--- src/rtl/sat_div_pkg.sv ---
package sat_div_pkg;
    typedef enum logic [1:0] {
        ST_IDLE = 2'd0,
        ST_RUN  = 2'd1,
        ST_WRAP = 2'd2
    } div_state_e;
endpackage

--- src/rtl/sat_div_prep.sv ---
// Operand conditioning: forms the wide dividend and reduces both
// operands to magnitudes, plus the sign the final quotient must take.
module sat_div_prep #(
    parameter int unsigned W = 32
) (
    input  logic             signed_i,
    input  logic [W-1:0]     hi_i,
    input  logic [W-1:0]     lo_i,
    input  logic [W-1:0]     dvs_i,
    output logic [2*W-1:0]   dvd_mag_o,
    output logic [W-1:0]     dvs_mag_o,
    output logic             neg_o,
    output logic             dvs_zero_o
);
    localparam int unsigned DW = 2 * W;

    logic [DW-1:0] dvd_raw;
    logic          dvd_neg;
    logic          dvs_neg;

    always_comb begin
        dvd_raw    = {hi_i, lo_i};
        dvd_neg    = signed_i & hi_i[W-1];
        dvs_neg    = signed_i & dvs_i[W-1];
        // -2^63 maps to 2^63, which still fits the unsigned magnitude
        dvd_mag_o  = dvd_neg ? -dvd_raw : dvd_raw;
        dvs_mag_o  = dvs_neg ? -dvs_i : dvs_i;
        neg_o      = dvd_neg ^ dvs_neg;
        dvs_zero_o = (dvs_i == '0);
    end
endmodule

--- src/rtl/sat_div_core.sv ---
// Restoring shift-subtract loop, one quotient bit per step.
module sat_div_core #(
    parameter int unsigned W = 32
) (
    input  logic             clk,
    input  logic             rst,
    input  logic             load_i,
    input  logic             step_i,
    input  logic [2*W-1:0]   dvd_i,
    input  logic [W-1:0]     dvs_i,
    output logic [2*W-1:0]   quot_o
);
    localparam int unsigned DW = 2 * W;

    typedef struct packed {
        logic [W-1:0]  rem;
        logic [DW-1:0] acc;   // dividend bits shift out, quotient bits shift in
        logic [W-1:0]  dvs;
    } core_t;

    core_t        core_q, core_d;
    logic [W:0]   trial;
    logic [W+1:0] diff;

    always_comb begin
        core_d = core_q;
        trial  = {core_q.rem, core_q.acc[DW-1]};
        diff   = {1'b0, trial} - {2'b00, core_q.dvs};
        if (load_i) begin
            core_d.rem = '0;
            core_d.acc = dvd_i;
            core_d.dvs = dvs_i;
        end else if (step_i) begin
            if (!diff[W+1]) begin
                core_d.rem = diff[W-1:0];
                core_d.acc = {core_q.acc[DW-2:0], 1'b1};
            end else begin
                core_d.rem = trial[W-1:0];
                core_d.acc = {core_q.acc[DW-2:0], 1'b0};
            end
        end
    end

    always_ff @(posedge clk) begin
        if (rst) core_q <= '0;
        else     core_q <= core_d;
    end

    assign quot_o = core_q.acc;

    // the partial remainder never reaches the divisor after a step
    a_r1_rem_below_divisor: assert property (@(posedge clk) disable iff (rst)
        (step_i && !load_i) |=> (core_q.rem < core_q.dvs));
endmodule

--- src/rtl/sat_div_post.sv ---
// Applies the sign and range-checks the full-width quotient magnitude.
module sat_div_post #(
    parameter int unsigned W = 32
) (
    input  logic [2*W-1:0] mag_i,
    input  logic           signed_i,
    input  logic           neg_i,
    output logic [W-1:0]   quot_o,
    output logic           ovf_o
);
    localparam int unsigned DW = 2 * W;
    localparam logic [DW-1:0] LIM_POS = {{(W+1){1'b0}}, {(W-1){1'b1}}};
    localparam logic [DW-1:0] LIM_NEG = {{W{1'b0}}, 1'b1, {(W-1){1'b0}}};
    localparam logic [W-1:0]  SAT_MAX = {1'b0, {(W-1){1'b1}}};
    localparam logic [W-1:0]  SAT_MIN = {1'b1, {(W-1){1'b0}}};

    logic [W-1:0] low;

    always_comb begin
        low = mag_i[W-1:0];
        if (!signed_i) begin
            ovf_o  = |mag_i[DW-1:W];
            quot_o = ovf_o ? '1 : low;
        end else if (neg_i) begin
            ovf_o  = (mag_i > LIM_NEG);
            quot_o = ovf_o ? SAT_MIN : -low;
        end else begin
            ovf_o  = (mag_i > LIM_POS);
            quot_o = ovf_o ? SAT_MAX : low;
        end
    end
endmodule

--- src/rtl/sat_div64.sv ---
module sat_div64 #(
    parameter int unsigned W = 32
) (
    input  logic         clk,
    input  logic         rst,
    input  logic         start_i,
    input  logic         signed_i,
    input  logic [W-1:0] hi_i,
    input  logic [W-1:0] lo_i,
    input  logic [W-1:0] dvs_i,
    output logic         busy_o,
    output logic         done_o,
    output logic [W-1:0] quot_o,
    output logic         ovf_o,
    output logic         dz_o
);
    import sat_div_pkg::*;

    localparam int unsigned DW    = 2 * W;
    localparam int unsigned ITER  = DW;
    localparam int unsigned CNT_W = $clog2(ITER);
    localparam logic [CNT_W-1:0] LAST = CNT_W'(ITER - 1);
    localparam logic [W-1:0] SAT_MAX = {1'b0, {(W-1){1'b1}}};
    localparam logic [W-1:0] SAT_MIN = {1'b1, {(W-1){1'b0}}};

    typedef struct packed {
        div_state_e       state;
        logic [CNT_W-1:0] cnt;
        logic             mode;
        logic             neg;
        logic             done;
        logic [W-1:0]     quot;
        logic             ovf;
        logic             dz;
    } ctl_t;

    ctl_t ctl_q, ctl_d;

    logic [DW-1:0] dvd_mag;
    logic [W-1:0]  dvs_mag;
    logic          neg_w;
    logic          dvs_zero;
    logic          load_w;
    logic          step_w;
    logic [DW-1:0] mag_w;
    logic [W-1:0]  post_quot;
    logic          post_ovf;

    sat_div_prep #(.W(W)) prep_i (
        .signed_i  (signed_i),
        .hi_i      (hi_i),
        .lo_i      (lo_i),
        .dvs_i     (dvs_i),
        .dvd_mag_o (dvd_mag),
        .dvs_mag_o (dvs_mag),
        .neg_o     (neg_w),
        .dvs_zero_o(dvs_zero)
    );

    sat_div_core #(.W(W)) core_i (
        .clk   (clk),
        .rst   (rst),
        .load_i(load_w),
        .step_i(step_w),
        .dvd_i (dvd_mag),
        .dvs_i (dvs_mag),
        .quot_o(mag_w)
    );

    sat_div_post #(.W(W)) post_i (
        .mag_i   (mag_w),
        .signed_i(ctl_q.mode),
        .neg_i   (ctl_q.neg),
        .quot_o  (post_quot),
        .ovf_o   (post_ovf)
    );

    always_comb begin
        ctl_d      = ctl_q;
        ctl_d.done = 1'b0;
        load_w     = 1'b0;
        step_w     = 1'b0;
        unique case (ctl_q.state)
            ST_IDLE: begin
                if (start_i) begin
                    if (dvs_zero) begin
                        ctl_d.dz   = 1'b1;
                        ctl_d.done = 1'b1;
                    end else begin
                        load_w      = 1'b1;
                        ctl_d.dz    = 1'b0;
                        ctl_d.mode  = signed_i;
                        ctl_d.neg   = neg_w;
                        ctl_d.cnt   = '0;
                        ctl_d.state = ST_RUN;
                    end
                end
            end
            ST_RUN: begin
                step_w    = 1'b1;
                ctl_d.cnt = ctl_q.cnt + CNT_W'(1);
                if (ctl_q.cnt == LAST) ctl_d.state = ST_WRAP;
            end
            ST_WRAP: begin
                ctl_d.quot  = post_quot;
                ctl_d.ovf   = post_ovf;
                ctl_d.done  = 1'b1;
                ctl_d.state = ST_IDLE;
            end
            default: ctl_d.state = ST_IDLE;
        endcase
    end

    always_ff @(posedge clk) begin
        if (rst) ctl_q <= '0;
        else     ctl_q <= ctl_d;
    end

    assign busy_o = (ctl_q.state != ST_IDLE);
    assign done_o = ctl_q.done;
    assign quot_o = ctl_q.quot;
    assign ovf_o  = ctl_q.ovf;
    assign dz_o   = ctl_q.dz;

    // zero divisor traps next cycle without touching the result
    a_r6_zero_traps: assert property (@(posedge clk) disable iff (rst)
        (start_i && !busy_o && dvs_i == '0) |=> (done_o && dz_o && !busy_o));
    a_r6_zero_keeps_result: assert property (@(posedge clk) disable iff (rst)
        (start_i && !busy_o && dvs_i == '0) |=> ($stable(quot_o) && $stable(ovf_o)));
    // done is a single pulse, seen only when idle
    a_r7_done_pulse: assert property (@(posedge clk) disable iff (rst)
        done_o |=> !done_o);
    a_r7_idle_at_done: assert property (@(posedge clk) disable iff (rst)
        done_o |-> !busy_o);
    // idle without a start leaves every result output alone
    a_r8_hold_idle: assert property (@(posedge clk) disable iff (rst)
        (!busy_o && !start_i) |=> ($stable(quot_o) && $stable(ovf_o) && $stable(dz_o)));
    // an iteration in progress cannot be cut short by a start
    a_r9_run_continues: assert property (@(posedge clk) disable iff (rst)
        (ctl_q.state == ST_RUN) |=> busy_o);
    // unsigned overflow saturates to all ones
    a_r2_unsigned_sat: assert property (@(posedge clk) disable iff (rst)
        (done_o && ovf_o && !dz_o && !ctl_q.mode) |-> (quot_o == '1));
    // signed overflow saturates to one of the two signed limits
    a_r4_signed_sat: assert property (@(posedge clk) disable iff (rst)
        (done_o && ovf_o && !dz_o && ctl_q.mode) |-> (quot_o == SAT_MAX || quot_o == SAT_MIN));
endmodule

--- config.mk ---
export PLATFORM = sky130hd
export DESIGN_NAME = sat_div64
export DESIGN_NICKNAME = d
export VERILOG_FILES = /design/src/rtl/sat_div_pkg.sv /design/src/rtl/sat_div_prep.sv /design/src/rtl/sat_div_core.sv /design/src/rtl/sat_div_post.sv /design/src/rtl/sat_div64.sv
export SDC_FILE = /design/constraint.sdc
export NUM_CORES = 1
export LEC_CHECK = 0
export BUFFER_PORTS_ARGS = -buffer_cell sky130_fd_sc_hd__buf_2
export CAP_MARGIN = 30
export CORE_ASPECT_RATIO = 1.1
export CORE_MARGIN = 4
export CORE_UTILIZATION = 30
export CTS_BUF_LIST = sky130_fd_sc_hd__clkbuf_16
export DETAILED_ROUTE_END_ITERATION = 10
export SYNTH_ARGS = -nofsm -noshare
export SYNTH_HDL_FRONTEND = slang
export SYNTH_SLANG_ARGS = --single-unit
--- constraint.sdc ---
create_clock -name clk -period 6.9 [get_ports clk]
set_clock_uncertainty 0.15 [all_clocks]
set_input_delay 0.345 -clock clk [delete_from_list [all_inputs] [get_ports clk]]
set_output_delay 0.345 -clock clk [all_outputs]
set_load 0.02 [all_outputs]
==> results.py <==
metrics = {
    "cells_and_area": {
        "final-instance-count-excl-fill": 2150,
        "finalCoreUtilization_pct": 34.1,
        "finalNetCount": 1766,
        "layout-area-overhead-vs-synth_pct": 12.0,
        "fillers": 4161,
        "design_area_sq_mm": 0.0134,
        "drive_gt1_share_pct": 12.9,
    },
    "setup_path": {
        "timing.critical_path.required_ns": 7.06,
        "worstReg2RegStart": "core_i.core_q[4]",
        "crit_fanout": 17,
        "timing.critical_path.from_type": "flop",
        "setup.reg_to_reg.worst_slack_ns": 2.75,
        "timing_worst_setup_path_type": "flop to flop",
        "worst-r2r-cell-count": 13,
        "critical_path.endpoint_type": "flop",
        "timing.critical_path.arrival_ns": 4.31,
        "worst_r2r_endpoint": "core_i.core_q[117]",
    },
    "outcome": {
        "run_status": "finished clean",
    },
    "synthesis": {
        "syn-cell-area_sq_mm": 0.0119,
        "dominant_cell_type_by_area_after_synthesis": "sky130_fd_sc_hd__dfxtp_1",
        "synth_nets": 1736,
        "post-synth-top-area-fraction_pct": 29.0,
        "post_synth.cell_area_avg_sq_um": 7.47,
        "synth_flop_cell": "sky130_fd_sc_hd__dfxtp_1",
        "postSynthCellCount": 1599,
        "ys_seq_elements": 173,
        "async_reset_ff_share_pct": 0,
        "synth_edf_count": 0,
        "netlist_top_cells_area": "sky130_fd_sc_hd__dfxtp_1 (29%), sky130_fd_sc_hd__nor2_1 (6.8%), sky130_fd_sc_hd__a21oi_1 (5.9%)",
        "synth_cell_types": 73,
        "synth-seq-area-share_pct": 29.0,
        "yosys_warnings": 0,
    },
    "die": {
        "initial_core_utilization_pct": 30.4,
        "die_y_microns": 217,
        "die_area_sq_mm": 0.0431,
        "floorplan.io_pins": 136,
        "dieWidth_microns": 198,
        "rows": 76,
        "core_area_sq_mm": 0.0393,
    },
    "placement": {
        "placement.cell_area_sq_mm": 0.0127,
        "placement.setup.worst_slack_ns": 2.28,
        "port-buffer-count": 135,
        "detailed_place_hpwl_microns": 27700,
        "gpl.final_weighted_congestion": 0.913,
        "place_inst": 2116,
    },
    "drt": {
        "detailroute.via_count": 11800,
        "average_detailed_routed_wire_length_per_instance_microns": 17.7,
        "drt_drc_violations_left": 0,
        "drt-total-wl_microns": 38000,
        "postRouteAntennaNets": 0,
        "drt_pre_antenna_iters": 5,
        "drt_initial_violations": 985,
        "viasPerCell": 5.51,
    },
    "clock_tree": {
        "total_clock_buffers_created_by_cts": 17,
        "clock_insertion_delay_worst_skew_ns": 0.44,
        "cts-htree-levels": 4,
        "ctsHoldBuffers": 0,
        "cts_buffer_depth": 2,
        "cts.repair.resized": 0,
        "clk_sink_count": 173,
        "post-cts-setup-buffer-count": 0,
        "tritoncts": "done",
        "clkSlewWorstSetupHoldPaths_ns": 0.08,
        "cts.root.buffer_cell": "sky130_fd_sc_hd__clkbuf_16",
    },
    "grt": {
        "grt.overflow.total": 0,
        "grt_use_total_pct": 17.0,
        "grt_pass1_wl_microns": 60500,
        "grt_max_degree": 104,
        "grt_antenna_before_repair": 1,
        "first_global_vias": 11000,
    },
    "job": {
        "maxCapViolations": 0,
    },
    "timing": {
        "final_period_minus_worst_setup_slack_ns": 4.15,
        "grt_setup_unrepaired": "false",
        "timing_hold_violations_final": 0,
        "worst_slew_margin_rel_pct": 31.0,
        "timing.final.max_slew_violations": 0,
        "setup_total_negative_slack_ns": 0,
        "final_min_period_over_clock_period_pct": 60.1,
        "final_critical_path_setup_slack_ns": 2.75,
        "setup_violations": 0,
        "worst_slew_pin_slew_ns": 1.03,
        "timing.fmax_mhz": 241,
    },
    "min_path": {
        "timing.hold.worst_path_depth": 3,
        "holdCritPathClass": "primary input to flop",
        "min_to": "core_i.core_q[0]",
        "holdCritStartpoint": "dvs_i[0]",
    },
    "power_and_ir_drop": {
        "worst_ir_drop_vdd_v": 0.000168,
        "pwr_density_cell_mw_per_mm2": 224,
        "total_leakage_power_nw": 5.22,
    },
}
[critical path: stages (launching register included)]
cell and delay, ns:
sky130_fd_sc_hd__dfxtp_1 0.31, sky130_fd_sc_hd__inv_1 0.06, sky130_fd_sc_hd__ha_1 0.36, sky130_fd_sc_hd__a21o_1 0.23, sky130_fd_sc_hd__a211o_1 0.29, sky130_fd_sc_hd__o21a_1 0.22, sky130_fd_sc_hd__o31ai_2 0.32, sky130_fd_sc_hd__a21oi_1 0.20
sky130_fd_sc_hd__a221o_1 0.44, sky130_fd_sc_hd__a211oi_4 0.55, sky130_fd_sc_hd__buf_8 0.24, sky130_fd_sc_hd__buf_4 0.28, sky130_fd_sc_hd__or3_1 0.25, sky130_fd_sc_hd__o211ai_1 0.12
[power by group]
group	internal (mW)	switching, mW
sequential	1.06	0.0766
clock	0.615	0.453
combinational	0.320	0.467
total	2.00	0.997
[metal layers]
metal,wire length (microns),GRT usage [%],vias up
li1,-,-,5825
met1,17800,24.6,5602
met2,17500,26.9,371
met3,2030,2.12,42
met4,603,4.18,0
met5,0,0,-
[cell usage in the layout (no fill, tap or decap), types with 32 or more instances in the layout]
master / count
sky130_fd_sc_hd__a21oi_1: 140
sky130_fd_sc_hd__ha_1: 36
sky130_fd_sc_hd__nor3_1: 48
sky130_fd_sc_hd__nor2_1: 215
sky130_fd_sc_hd__dfxtp_1: 173
sky130_fd_sc_hd__xnor2_1: 65
sky130_fd_sc_hd__nand2_1: 131
sky130_fd_sc_hd__o21ai_0: 112
sky130_fd_sc_hd__inv_1: 57
sky130_fd_sc_hd__buf_2: 135
sky130_fd_sc_hd__nand3_1: 32
sky130_fd_sc_hd__xor2_1: 55
sky130_fd_sc_hd__a211oi_1: 55
[cell usage after synthesis, drive strengths merged (4+ instances only)]
| master | instances |
|---|---|
| nand2b | 16 |
| nand2 | 132 |
| a221oi | 25 |
| nand4 | 11 |
| or3 | 16 |
| and3 | 7 |
| o31ai | 15 |
| nor3b | 10 |
| o311ai | 5 |
| a211oi | 56 |
| ha | 36 |
| nor2b | 5 |
| a41oi | 4 |
| nor2 | 218 |
| dfxtp | 173 |
| a21oi | 140 |
| and2 | 8 |
| nand3 | 32 |
| or4 | 14 |
| a31oi | 19 |
| o211ai | 10 |
| a311oi | 16 |
| xnor2 | 65 |
| inv | 56 |
| nor3 | 52 |
| o21a | 11 |
| or2 | 4 |
| buf | 58 |
| o21ai | 117 |
| o22ai | 7 |
| xor2 | 55 |
| clkbuf | 81 |
| mux2i | 19 |
| a21o | 15 |
| a22oi | 19 |
| o41ai | 12 |
| nor4 | 25 |
[state kept, by name, summed over array words and instances (netlist names)]
| register | cells |
|---|---|
| core_i.core_q | 64 |
| core_i.quot_o | 64 |
| quot_o | 32 |
| ctl_q | 10 |
| done_o | 1 |
| dz_o | 1 |
| ovf_o | 1 |
[layout make-up]
cell class                      instances  area (sq um)  area share (%)
Multi-Input combinational cell       1231          7590            56.8
Sequential cell                       173          3460            25.9
Timing Repair Buffer                  150           836            6.25
Tap cell                              507           634            4.74
Clock buffer                           17           425            3.18
Clock inverter                         15           211            1.58
Inverter                               56           210            1.57
Antenna cell                            1          2.50          0.0187
[stage by stage]
| stage | total power [mW] | hold slack [ns] |
|---|---|---|
| 5_1_grt | 3.15 | 0.0622 |
| 2_1_floorplan | 1.72 | 0.276 |
| 6_report | 2.99 | 0.0692 |
| 4_1_cts | 3.01 | 0.0516 |
| 3_3_place_gp | 1.92 | 0.287 |
| 3_5_place_dp | 1.94 | 0.291 |
[logic make-up after synthesis]
family	share of synthesized area, %
AO/OA/AOI/OAI	26.8
XOR/XNOR	8.80
buffers and inverters	7.69
AND/OR/NAND/NOR	22.2
flip-flops	29.0
multiplexers	1.59
adder cells (fa/ha/maj)	3.94
[worst max path at each step]
stage,startpoint,end,cells past startpoint
CTS,dvs_i[8],core_i.core_q[104],11
finish,core_i.core_q[4],core_i.core_q[117],13
global route,dvs_i[8],core_i.core_q[104],11
detailed placement,dvs_i[8],core_i.core_q[104],11
global placement,dvs_i[8],core_i.core_q[104],11
floorplan,core_i.core_q[4],core_i.core_q[100],13
(Power assumes the default switching activity.)
